$ cat src/rtl/qdac_pkg.sv
package qdac_pkg;
    localparam int FRAME_W  = 24;
    localparam int DATA_W   = 16;
    localparam int ADDR_W   = 5;
    localparam int NCH      = 4;
    localparam int CH_W     = $clog2(NCH);
    localparam int SUBV_W   = 13;
    localparam int DACCTL_W = 9;
    localparam int CNT_W    = $clog2(FRAME_W + 1);

    localparam logic [DATA_W-1:0] GAIN_RST = 16'hFFFF;
    localparam logic [DATA_W-1:0] OFFS_RST = 16'h8000;

    // frame field positions
    localparam int RD_BIT   = 23;
    localparam int RSV_HI   = 22;
    localparam int RSV_LO   = 21;
    localparam int ADDR_HI  = 20;
    localparam int ADDR_LO  = 16;
    localparam int SEL_HI   = 15;
    localparam int SEL_LO   = 13;

    typedef enum logic [2:0] {
        SEL_SLEW   = 3'd0,
        SEL_MAIN   = 3'd1,
        SEL_DACCTL = 3'd2,
        SEL_DCDC   = 3'd3,
        SEL_SWCMD  = 3'd4
    } ctl_sel_e;

    typedef enum logic [3:0] {
        OP_NONE,
        OP_READ,
        OP_DATA,
        OP_GAIN,
        OP_OFFS,
        OP_SLEW,
        OP_MAIN,
        OP_DACCTL,
        OP_DCDC,
        OP_SWCMD
    } cmd_op_e;

    typedef struct packed {
        cmd_op_e             op;
        logic [CH_W-1:0]     chan;
        logic [ADDR_W-1:0]   addr;
        logic [SUBV_W-1:0]   sval;
        logic [DATA_W-1:0]   val;
    } cmd_t;

    function automatic cmd_t decode_frame(input logic [FRAME_W-1:0] f);
        cmd_t c;
        logic [ADDR_W-1:0] a;
        a      = f[ADDR_HI:ADDR_LO];
        c.op   = OP_NONE;
        c.addr = a;
        c.chan = a[CH_W-1:0];
        c.val  = f[DATA_W-1:0];
        c.sval = f[SUBV_W-1:0];
        if (f[RSV_HI:RSV_LO] == 2'b00) begin
            if (f[RD_BIT]) begin
                c.op = OP_READ;
            end else begin
                case (a[ADDR_W-1:CH_W])
                    3'b000: c.op = OP_DATA;
                    3'b010: c.op = OP_GAIN;
                    3'b100: c.op = OP_OFFS;
                    3'b111: begin
                        case (ctl_sel_e'(f[SEL_HI:SEL_LO]))
                            SEL_SLEW:   c.op = OP_SLEW;
                            SEL_MAIN:   c.op = OP_MAIN;
                            SEL_DACCTL: c.op = OP_DACCTL;
                            SEL_DCDC:   c.op = OP_DCDC;
                            SEL_SWCMD:  c.op = OP_SWCMD;
                            default:    c.op = OP_NONE;
                        endcase
                    end
                    default: c.op = OP_NONE;
                endcase
            end
        end
        return c;
    endfunction
endpackage

$ cat src/rtl/qdac_spi_link.sv
module qdac_spi_link
    import qdac_pkg::*;
#(
    parameter int SYNC_STAGES = 2
) (
    input  logic                clk,
    input  logic                rst,
    input  logic                sclk_i,
    input  logic                cs_n_i,
    input  logic                mosi_i,
    input  logic [DATA_W-1:0]   resp_i,
    input  logic                resp_vld_i,
    output logic                miso_o,
    output logic                frm_vld_o,
    output logic [FRAME_W-1:0]  frm_o
);
    localparam int PAD_W = FRAME_W - DATA_W;

    // synchronisers; the extra stage on sclk and cs gives the previous value
    logic [SYNC_STAGES:0]   sclk_sh;
    logic [SYNC_STAGES:0]   cs_sh;
    logic [SYNC_STAGES-1:0] mosi_sh;

    always_ff @(posedge clk) begin
        if (rst) begin
            sclk_sh <= '0;
            cs_sh   <= '1;
            mosi_sh <= '0;
        end else begin
            sclk_sh <= {sclk_sh[SYNC_STAGES-1:0], sclk_i};
            cs_sh   <= {cs_sh[SYNC_STAGES-1:0], cs_n_i};
            mosi_sh <= {mosi_sh[SYNC_STAGES-2:0], mosi_i};
        end
    end

    logic sclk_now, sclk_prev, sel_now, sel_prev, mosi_now;
    logic sclk_rise, sclk_fall, sel_start, sel_end;

    assign sclk_now  = sclk_sh[SYNC_STAGES-1];
    assign sclk_prev = sclk_sh[SYNC_STAGES];
    assign sel_now   = ~cs_sh[SYNC_STAGES-1];
    assign sel_prev  = ~cs_sh[SYNC_STAGES];
    assign mosi_now  = mosi_sh[SYNC_STAGES-1];
    assign sclk_rise = sclk_now & ~sclk_prev;
    assign sclk_fall = ~sclk_now & sclk_prev;
    assign sel_start = sel_now & ~sel_prev;
    assign sel_end   = ~sel_now & sel_prev;

    logic [CNT_W-1:0]   bit_cnt;
    logic               too_long;
    logic [FRAME_W-1:0] rx_sr;
    logic [FRAME_W-1:0] tx_sr;
    logic               miso_q;

    always_ff @(posedge clk) begin
        if (rst) begin
            bit_cnt   <= '0;
            too_long  <= 1'b0;
            rx_sr     <= '0;
            tx_sr     <= '0;
            miso_q    <= 1'b0;
            frm_vld_o <= 1'b0;
            frm_o     <= '0;
        end else begin
            frm_vld_o <= 1'b0;
            if (sel_start) begin
                bit_cnt  <= '0;
                too_long <= 1'b0;
                miso_q   <= 1'b0;
                tx_sr    <= resp_vld_i ? {{PAD_W{1'b0}}, resp_i} : '0;
            end else if (sel_now) begin
                if (sclk_rise) begin
                    miso_q <= tx_sr[FRAME_W-1];
                    tx_sr  <= {tx_sr[FRAME_W-2:0], 1'b0};
                end
                if (sclk_fall) begin
                    rx_sr <= {rx_sr[FRAME_W-2:0], mosi_now};
                    if (bit_cnt == CNT_W'(FRAME_W)) begin
                        too_long <= 1'b1;
                    end else begin
                        bit_cnt <= bit_cnt + 1'b1;
                    end
                end
            end else if (sel_end) begin
                miso_q <= 1'b0;
                if (bit_cnt == CNT_W'(FRAME_W) && !too_long) begin
                    frm_vld_o <= 1'b1;
                    frm_o     <= rx_sr;
                end
            end
        end
    end

    assign miso_o = miso_q;
endmodule

$ cat src/rtl/qdac_cmd_decode.sv
module qdac_cmd_decode
    import qdac_pkg::*;
(
    input  logic [FRAME_W-1:0] frame_i,
    output cmd_t               cmd_o
);
    always_comb begin
        cmd_o = decode_frame(frame_i);
    end
endmodule

$ cat src/rtl/qdac_regbank.sv
module qdac_regbank
    import qdac_pkg::*;
(
    input  logic                     clk,
    input  logic                     rst,
    input  logic                     frm_vld_i,
    input  cmd_t                     cmd_i,
    input  logic [DATA_W-1:0]        status_i,
    output logic [NCH*DATA_W-1:0]    data_o,
    output logic [NCH*DATA_W-1:0]    gain_o,
    output logic [NCH*DATA_W-1:0]    offs_o,
    output logic [NCH*DACCTL_W-1:0]  dacctl_o,
    output logic [NCH*SUBV_W-1:0]    slew_o,
    output logic [SUBV_W-1:0]        main_o,
    output logic [SUBV_W-1:0]        dcdc_o,
    output logic [SUBV_W-1:0]        swcmd_o,
    output logic [DATA_W-1:0]        resp_o,
    output logic                     resp_vld_o
);
    logic [DATA_W-1:0]   rd_data [NCH];
    logic [DATA_W-1:0]   rd_gain [NCH];
    logic [DATA_W-1:0]   rd_offs [NCH];
    logic [DACCTL_W-1:0] rd_ctl  [NCH];
    logic [SUBV_W-1:0]   rd_slew [NCH];

    for (genvar ch = 0; ch < NCH; ch++) begin : g_ch
        logic                hit;
        logic [DATA_W-1:0]   data_r, gain_r, offs_r;
        logic [DACCTL_W-1:0] ctl_r;
        logic [SUBV_W-1:0]   slew_r;

        assign hit = frm_vld_i && (cmd_i.chan == CH_W'(ch));

        always_ff @(posedge clk) begin
            if (rst) begin
                data_r <= '0;
                gain_r <= GAIN_RST;
                offs_r <= OFFS_RST;
                ctl_r  <= '0;
                slew_r <= '0;
            end else if (hit) begin
                case (cmd_i.op)
                    OP_DATA:   data_r <= cmd_i.val;
                    OP_GAIN:   gain_r <= cmd_i.val;
                    OP_OFFS:   offs_r <= cmd_i.val;
                    OP_DACCTL: ctl_r  <= cmd_i.sval[DACCTL_W-1:0];
                    OP_SLEW:   slew_r <= cmd_i.sval;
                    default:   ;
                endcase
            end
        end

        assign data_o[ch*DATA_W +: DATA_W]       = data_r;
        assign gain_o[ch*DATA_W +: DATA_W]       = gain_r;
        assign offs_o[ch*DATA_W +: DATA_W]       = offs_r;
        assign dacctl_o[ch*DACCTL_W +: DACCTL_W] = ctl_r;
        assign slew_o[ch*SUBV_W +: SUBV_W]       = slew_r;
        assign rd_data[ch] = data_r;
        assign rd_gain[ch] = gain_r;
        assign rd_offs[ch] = offs_r;
        assign rd_ctl[ch]  = ctl_r;
        assign rd_slew[ch] = slew_r;
    end

    // device-wide control words
    always_ff @(posedge clk) begin
        if (rst) begin
            main_o  <= '0;
            dcdc_o  <= '0;
            swcmd_o <= '0;
        end else if (frm_vld_i) begin
            case (cmd_i.op)
                OP_MAIN:  main_o  <= cmd_i.sval;
                OP_DCDC:  dcdc_o  <= cmd_i.sval;
                OP_SWCMD: swcmd_o <= cmd_i.sval;
                default:  ;
            endcase
        end
    end

    // readback selection, read map differs from the write map
    logic [DATA_W-1:0] rd_val;

    always_comb begin
        rd_val = '0;
        case (cmd_i.addr[ADDR_W-1:CH_W])
            3'b000: rd_val = rd_data[cmd_i.chan];
            3'b001: rd_val = {{(DATA_W-DACCTL_W){1'b0}}, rd_ctl[cmd_i.chan]};
            3'b010: rd_val = rd_gain[cmd_i.chan];
            3'b011: rd_val = rd_offs[cmd_i.chan];
            3'b101: rd_val = {{(DATA_W-SUBV_W){1'b0}}, rd_slew[cmd_i.chan]};
            3'b110: begin
                case (cmd_i.addr[CH_W-1:0])
                    2'b00:   rd_val = status_i;
                    2'b01:   rd_val = {{(DATA_W-SUBV_W){1'b0}}, main_o};
                    2'b10:   rd_val = {{(DATA_W-SUBV_W){1'b0}}, dcdc_o};
                    default: rd_val = '0;
                endcase
            end
            default: rd_val = '0;
        endcase
    end

    always_ff @(posedge clk) begin
        if (rst) begin
            resp_o     <= '0;
            resp_vld_o <= 1'b0;
        end else if (frm_vld_i) begin
            if (cmd_i.op == OP_READ) begin
                resp_o     <= rd_val;
                resp_vld_o <= 1'b1;
            end else begin
                resp_vld_o <= 1'b0;
            end
        end
    end
endmodule

$ cat src/rtl/quad_dac_regif.sv
module quad_dac_regif
    import qdac_pkg::*;
(
    input  logic                     clk,
    input  logic                     rst,
    input  logic                     sclk,
    input  logic                     cs_n,
    input  logic                     mosi,
    output logic                     miso,
    input  logic [DATA_W-1:0]        status_i,
    output logic [NCH*DATA_W-1:0]    dac_code_o,
    output logic [NCH*DATA_W-1:0]    gain_o,
    output logic [NCH*DATA_W-1:0]    offset_o,
    output logic [NCH*DACCTL_W-1:0]  dac_ctl_o,
    output logic [NCH*SUBV_W-1:0]    slew_o,
    output logic [SUBV_W-1:0]        main_ctl_o,
    output logic [SUBV_W-1:0]        dcdc_ctl_o,
    output logic [SUBV_W-1:0]        sw_ctl_o
);
    logic               frm_vld;
    logic [FRAME_W-1:0] frm_word;
    logic [DATA_W-1:0]  resp;
    logic               resp_vld;
    cmd_t               cmd;

    qdac_spi_link #(.SYNC_STAGES(2)) i_link (
        .clk        (clk),
        .rst        (rst),
        .sclk_i     (sclk),
        .cs_n_i     (cs_n),
        .mosi_i     (mosi),
        .resp_i     (resp),
        .resp_vld_i (resp_vld),
        .miso_o     (miso),
        .frm_vld_o  (frm_vld),
        .frm_o      (frm_word)
    );

    qdac_cmd_decode i_dec (
        .frame_i (frm_word),
        .cmd_o   (cmd)
    );

    qdac_regbank i_regs (
        .clk        (clk),
        .rst        (rst),
        .frm_vld_i  (frm_vld),
        .cmd_i      (cmd),
        .status_i   (status_i),
        .data_o     (dac_code_o),
        .gain_o     (gain_o),
        .offs_o     (offset_o),
        .dacctl_o   (dac_ctl_o),
        .slew_o     (slew_o),
        .main_o     (main_ctl_o),
        .dcdc_o     (dcdc_ctl_o),
        .swcmd_o    (sw_ctl_o),
        .resp_o     (resp),
        .resp_vld_o (resp_vld)
    );
endmodule

$ cat config.mk
export PLATFORM = sky130hd
export DESIGN_NAME = quad_dac_regif
export DESIGN_NICKNAME = d
export VERILOG_FILES = /design/src/rtl/qdac_pkg.sv /design/src/rtl/qdac_spi_link.sv /design/src/rtl/qdac_cmd_decode.sv /design/src/rtl/qdac_regbank.sv /design/src/rtl/quad_dac_regif.sv
export SDC_FILE = /design/constraint.sdc
export NUM_CORES = 1
export LEC_CHECK = 0
export BUFFER_PORTS_ARGS = -buffer_cell sky130_fd_sc_hd__buf_2
export CAP_MARGIN = 20
export CORE_AREA = 2 2 252 254
export CTS_CLUSTER_DIAMETER = 150
export DETAILED_ROUTE_END_ITERATION = 10
export DIE_AREA = 0 0 254 256
export PLACE_DENSITY = 0.57
export SYNTH_ARGS = -nofsm -noshare
export SYNTH_HDL_FRONTEND = slang
export SYNTH_SLANG_ARGS = --single-unit
$ cat constraint.sdc
create_clock -name clk -period 7.6 [get_ports clk]
set_input_delay 1.52 -clock clk [delete_from_list [all_inputs] [get_ports clk]]
set_output_delay 1.52 -clock clk [all_outputs]
set_load 0.02 [all_outputs]
==> Word-level counts from Yosys, hierarchy flattened <==
Index checks and enable logic that the tools add are counted.
{ "op_classes": {"add_sub_neg": 1, "magnitude_cmp": 1, "n_eq_ne": 26, "n_mux": 30, "bitwise_logic": 12, "reduce_logical": 44} }
{ "ops": {"columns": ["operator", "count"], "rows": [
  ["$mux 16", 7],
  ["$bmux 16 s2", 3],
  ["$pmux 16 s6", 1],
  ["$mux 24", 3],
  ["$reduce_and 2->1", 26],
  ["$pmux 16 s3", 1],
  ["$bmux 13 s2", 1],
  ["$mux 13", 2],
  ["$pmux 4 s5", 1],
  ["$bmux 9 s2", 1],
  ["$mux 9", 2],
  ["$eq 4x3->1 const B", 4],
  ["$pmux 4 s4", 1],
  ["$eq 3x3->1 const B", 5],
  ["$eq 3x2->1 const B", 4],
  ["$reduce_and 3->1", 3],
  ["$eq 4x2->1 const B", 2],
  ["$eq 4x4->1 const B", 2],
  ["$mux 4", 2],
  ["$not 1->1", 7],
  ["$eq 3x1->1 const B", 2],
  ["$logic_not 3->1", 2],
  ["$add 5x1->5 const B", 1],
  ["$eq 5x5->1 const B", 1],
  ["15 further kinds", 30]
]} }
{ "word_totals": {"regBits": 424, "out_inout_bits": 320} }

==> Depth between registers and ports, before layout <==
{ "logic_depth": {"depth_word": 7, "mapped_depth": 9} }

==> Hierarchy <==
Synthesis repeated with hierarchy kept, for this count alone.
{ "hier_totals": {"cells_unflattened": 2102, "area_unflattened_um2": 18545.3} }
{ "by_module_without_submodules": {"columns": ["module", "instances", "cells_per_inst", "area_each_um2", "seq_area_each_um2"], "rows": [
  ["qdac_regbank", 1, 1681, 14741.6, 6726.5],
  ["qdac_spi_link", 1, 365, 3412.0, 1761.7],
  ["qdac_cmd_decode", 1, 56, 391.6, 0.0]
]} }

==> Least setup slack after synthesis <==
No wires, ideal clock.
{ "synth_timing": {"path_kind": "register to register", "start": "register i_link.frm_o[21]", "end": "register i_regs.g_ch[0].offs_r[13]", "setup_time_ns": 0.128, "arrival_ns": 2.393, "t_required_ns": 7.472, "setup_slack_ns": 5.079, "path_stages_with_launch": 9, "period_less_slack_ns": 2.521, "path_cell_list": "dfxtp_1 -> or2_0 -> buf_2 -> or4_1 -> buf_4 -> a2111oi_4 -> buf_6 -> mux2i_1 -> nor2_1"} }
{ "synth_via": {"elab_chain_len": 4} }
{ "synth_lines": {"columns": ["item", "line_no", "rtl"], "rows": [
  ["start: declaration", "qdac_spi_link.sv:15", "output logic [FRAME_W-1:0] frm_o"],
  ["start signal: assignment", "qdac_spi_link.sv:88", "frm_o <= rx_sr;"],
  ["$logic_not 2->1", "qdac_pkg.sv:61", "if (f[RSV_HI:RSV_LO] == 2'b00) begin"],
  ["$mux 4", "qdac_pkg.sv:61", null],
  ["$eq 4x3->1", "qdac_regbank.sv:42", "case (cmd_i.op)"],
  ["$reduce_and 2->1 (no line)", null, null],
  ["end signal: assignment", "qdac_regbank.sv:45", "OP_OFFS: offs_r <= cmd_i.val;"],
  ["end: declaration", "qdac_regbank.sv:28", "logic [DATA_W-1:0] data_r, gain_r, offs_r;"]
]} }
Every way passes these cells.
A chain may end at the register's enable or synchronous reset.

==> Final worst setup path <==
{ "layout_timing": {"start": "register i_link.frm_o[18]", "end": "register i_regs.g_ch[0].ctl_r[4]"} }
{ "layout_via": {"elab_chain_len": 6, "word_cells_on_any_way": 9, "cone_classes": "eq/ne: 4; mux: 3; reduce/logical: 2"} }
{ "layout_lines": {"columns": ["item", "line_no", "rtl"], "rows": [
  ["$eq 3x3->1, or another cell as far along", "qdac_pkg.sv:65", "case (a[ADDR_W-1:CH_W])"],
  ["$pmux 4 s4 (*)", "qdac_pkg.sv:65", null],
  ["$mux 4 (*)", "qdac_pkg.sv:62", "if (f[RD_BIT]) begin"],
  ["$mux 4 (*)", "qdac_pkg.sv:61", null],
  ["$eq 4x3->1 (*)", "qdac_regbank.sv:42", null],
  ["$reduce_and 2->1 (no line) (*)", null, null],
  ["end signal: assignment", "qdac_regbank.sv:46", "OP_DACCTL: ctl_r <= cmd_i.sval[DACCTL_W-1:0];"],
  ["end: declaration", "qdac_regbank.sv:29", "logic [DACCTL_W-1:0] ctl_r;"]
]} }
Mark *: on every way between the ends. The rest lies on a longest branch, timed or not.

==> impl_metrics.yaml <==
sta:
  finalMaxSlewViolations: 0
  clock.fmax_mhz: 258
  setup_viol: 0
  hold_ws_ns: 0.428
  fin_skew_ns: 0.0364
  finalCritPeriodShare: 0.510
  tns_ns: 0
  hold_violations: 0
  rsz0062_at_grt: "no"
  worst_slack_ns: 3.73
  slew_headroom: 0.239
  worst_pin_slew_ns: 1.14
  post-route-min-period_ns: 3.87
worst_setup_path:
  critPathKind: "register to register"
  timing.rr.end: "i_regs.g_ch[0].ctl_r[4]$_SDFFE_PP0P_"
  rrSetupSlack_ns: 3.73
  endpoint: "i_regs.g_ch[0].ctl_r[4]$_SDFFE_PP0P_"
  crit_chain: "and3b_1, or4_1, nor4_4, nand3_1, mux2i_1"
  timing.rr.start: "i_link.frm_o[18]$_SDFFE_PP0P_"
  cp-end-kind: "register"
  critPathMaxStageDelay_ns: 0.94
  cp.required_ns: 8.13
  worst_setup_path_start_kind: "register"
  crit_slowest_cell: "nor4_4"
  critPathMaxFanout: 25
  arrival_ns: 4.41
  reg2reg_depth: 5
  crit_path_start: "i_link.frm_o[18]$_SDFFE_PP0P_"
yosys:
  netlist_area_um2: 18500
  ys_types: 64
  ys_async_sr_fraction: 0
  ys_ff_latch: 424
  avgSynthCellArea_um2: 9.55
  ys_seq_area_frac: 0.458
  syn_inst: 1938
  synth_edf_count: 0
  ys.flop_type: "dfxtp_1"
  yosysWarnings: 0
  synthesis.nets: 1961
cells_and_area:
  stdcell_count: 3083
  drive_gt1_frac: 0.253
  fin_area_um2: 22700
  areaGrowthSynthToFinish_pct: 22.6
  antenna_cells: 0
  fin_nets: 2221
clock_network:
  numCtsBuffers: 49
  clock_latency_ns: 0.62
  cts_sinks: 424
  post_cts_buffers: 0
  htreeDepth: 2
  clk_transition_reported_paths_ns: 0.06
  cts-root-buf: "clkbuf_16"
  cts_buffer_depth: 3
  ctsResizeCount: 0
  ctsHoldBuffers: 0
  cts_tree: "built"
drt:
  drt-met1-wl_um: 32900
  dr.pass1.iters: 6
  routed-wl-met2_um: 35800
  drcViolationCount: 0
  vias: 16500
  vias_per_cell: 5.34
  dr.max_layer_used: "met5"
  wl_met3_um: 7140
  finalWirelength_um: 78200
  ant_nets: 0
  drt_iter0_drc: 1717
  wire_per_inst_um: 25.4
floorplan:
  ios: 341
  rows: 92
  dieWidth_um: 254
  dieArea_um2: 65000
  initial_core_util: 0.297
  die-height_um: 256
  core_area_um2: 62400
place:
  portBuffers: 340
  dp_slack_ns: 3.82
  placed_cells: 2992
  routabilityCongestion: 0.956
  dpl.hpwl_um: 55900
  place_area_um2: 21000
global_route:
  grt_max_degree: 129
  antenna_found_initial: 2
  grt_overflow: 0
  grt.total_usage: 0.233
  grt_pass1_wl_um: 112000
  grt_pass1_vias: 15700
power:
  cellLeakagePower_nw: 8.89
  powerDensity_nw_per_um2: 213
  peakVddDrop_mv: 0.151
job:
  drv_cap: 0
outcome:
  outcome: "finished clean"
hold_path:
  hp-class: "register to register"
==> cell usage after synthesis (5+ instances only) <==
cell         n  area share
inv_1        6      0.0012
nor4_1       7      0.0024
buf_2       21      0.0057
nand3_1     52       0.014
nand2_1    239       0.048
mux4_2      64       0.078
a211oi_1     8      0.0032
a2111oi_0    5      0.0024
a2bb2oi_1   11      0.0052
nor2_1     173       0.035
o21ai_0     49       0.013
a311oi_1     5      0.0024
a222oi_1    15      0.0081
dfxtp_1    424        0.46
or2_2        6      0.0020
clkbuf_1   128       0.026
buf_4        6      0.0024
a22oi_1     26       0.011
a21oi_1    186       0.050
o2111ai_1    6      0.0028
nand3b_1    18      0.0073
buf_1       18      0.0036
mux2i_1    225        0.12
nand4_1     16      0.0054
nor2b_1     22      0.0074
nand2b_1   108       0.036
nor3_1      14      0.0038
==> critical path, delay by kind of cell, from the launching register on <==
family | cells | cell delay, ns
flip-flops | 1 | 0.81
multiplexers | 1 | 0.35
AND/OR/NAND/NOR | 4 | 2.61
==> worst min path at each step <==
stage                                       from                      endpoint  slack, ns  cells after the start
floorplan             i_link.cs_sh[0]$_SDFF_PP1_    i_link.cs_sh[1]$_SDFF_PP1_       0.39                      1
global placement    i_link.mosi_sh[0]$_SDFF_PP0_  i_link.mosi_sh[1]$_SDFF_PP0_       0.42                      1
detailed placement    i_link.cs_sh[0]$_SDFF_PP1_    i_link.cs_sh[1]$_SDFF_PP1_       0.41                      1
CTS                   i_link.cs_sh[0]$_SDFF_PP1_    i_link.cs_sh[1]$_SDFF_PP1_       0.43                      1
global route          i_link.cs_sh[0]$_SDFF_PP1_    i_link.cs_sh[1]$_SDFF_PP1_       0.45                      1
finish                i_link.cs_sh[0]$_SDFF_PP1_    i_link.cs_sh[1]$_SDFF_PP1_       0.43                      1
==> state kept, by name, summed over array words and instances, names as in the netlist, 2 cells and up <==
name	count
i_regs.g_ch.data_r	64
i_regs.g_ch.gain_r	64
i_link.tx_sr	24
i_link.rx_sr	24
i_regs.swcmd_o	13
i_regs.resp_o	16
i_regs.g_ch.ctl_r	36
i_link.bit_cnt	5
i_link.frm_o	24
i_regs.dcdc_o	13
i_link.cs_sh	3
i_regs.g_ch.slew_r	52
i_link.mosi_sh	2
i_link.sclk_sh	3
i_regs.main_o	13
i_regs.g_ch.offs_r	64
==> layer usage <==
| layer | GRT usage | up-vias |
|---|---|---|
| li1 | - | 7361 |
| met1 | 0.310 | 8231 |
| met2 | 0.366 | 745 |
| met3 | 0.0616 | 115 |
| met4 | 0.0724 | 2 |
| met5 | 0 | - |
==> cell families (layout without fill, tap and decap cells) <==
family                   Yosys count  count (layout)  share of synthesized area
AO/OA/AOI/OAI                    342             342                      0.116
buffers and inverters            184             483                     0.0416
AND/OR/NAND/NOR                  689             689                      0.179
multiplexers                     291             291                      0.201
flip-flops                       424             424                      0.458
adder cells (fa/ha/maj)            2               2                    0.00135
XOR/XNOR                           6               6                    0.00284
==> layout by cell type, fill, tap and decap left out, types with 21 or more instances in the layout <==
master	instances
nand3_1	52
a22oi_1	26
dfxtp_1	422
nand2b_1	108
a21oi_1	186
mux4_2	64
nor2b_1	21
clkbuf_16	50
buf_4	46
buf_2	339
mux2i_1	225
o21ai_0	49
nor2_1	173
nand2_1	239
==> metrics by stage <==
step / power [mW] / utilization
2_1_floorplan: 2.33 / -
3_3_place_gp: 2.35 / 0.336
3_5_place_dp: 2.35 / 0.336
4_1_cts: 4.88 / 0.364
5_1_grt: 4.96 / 0.364
6_report: 4.84 / 0.364
==> power breakdown <==
group / switching (mW) / internal, mW / total (mW)
clock network: 1.03 / 1.51 / 2.54
registers: 0.00103 / 2.22 / 2.22
logic: 0.0553 / 0.0226 / 0.0778
total: 1.08 / 3.76 / 4.84
==> final cells by class <==
| class | instances | area (um2) |
|---|---|---|
| well taps | 846 | 1060 |
| flip-flops and latches | 424 | 8500 |
| clock inverters | 18 | 233 |
| fillers | 6422 | 39700 |
| multi-input cells | 1330 | 9320 |
| inverters | 6 | 22.5 |
| clock buffers | 72 | 1500 |
| repair buffers | 387 | 2070 |
Note: power is estimated with default switching activity, not from simulation.
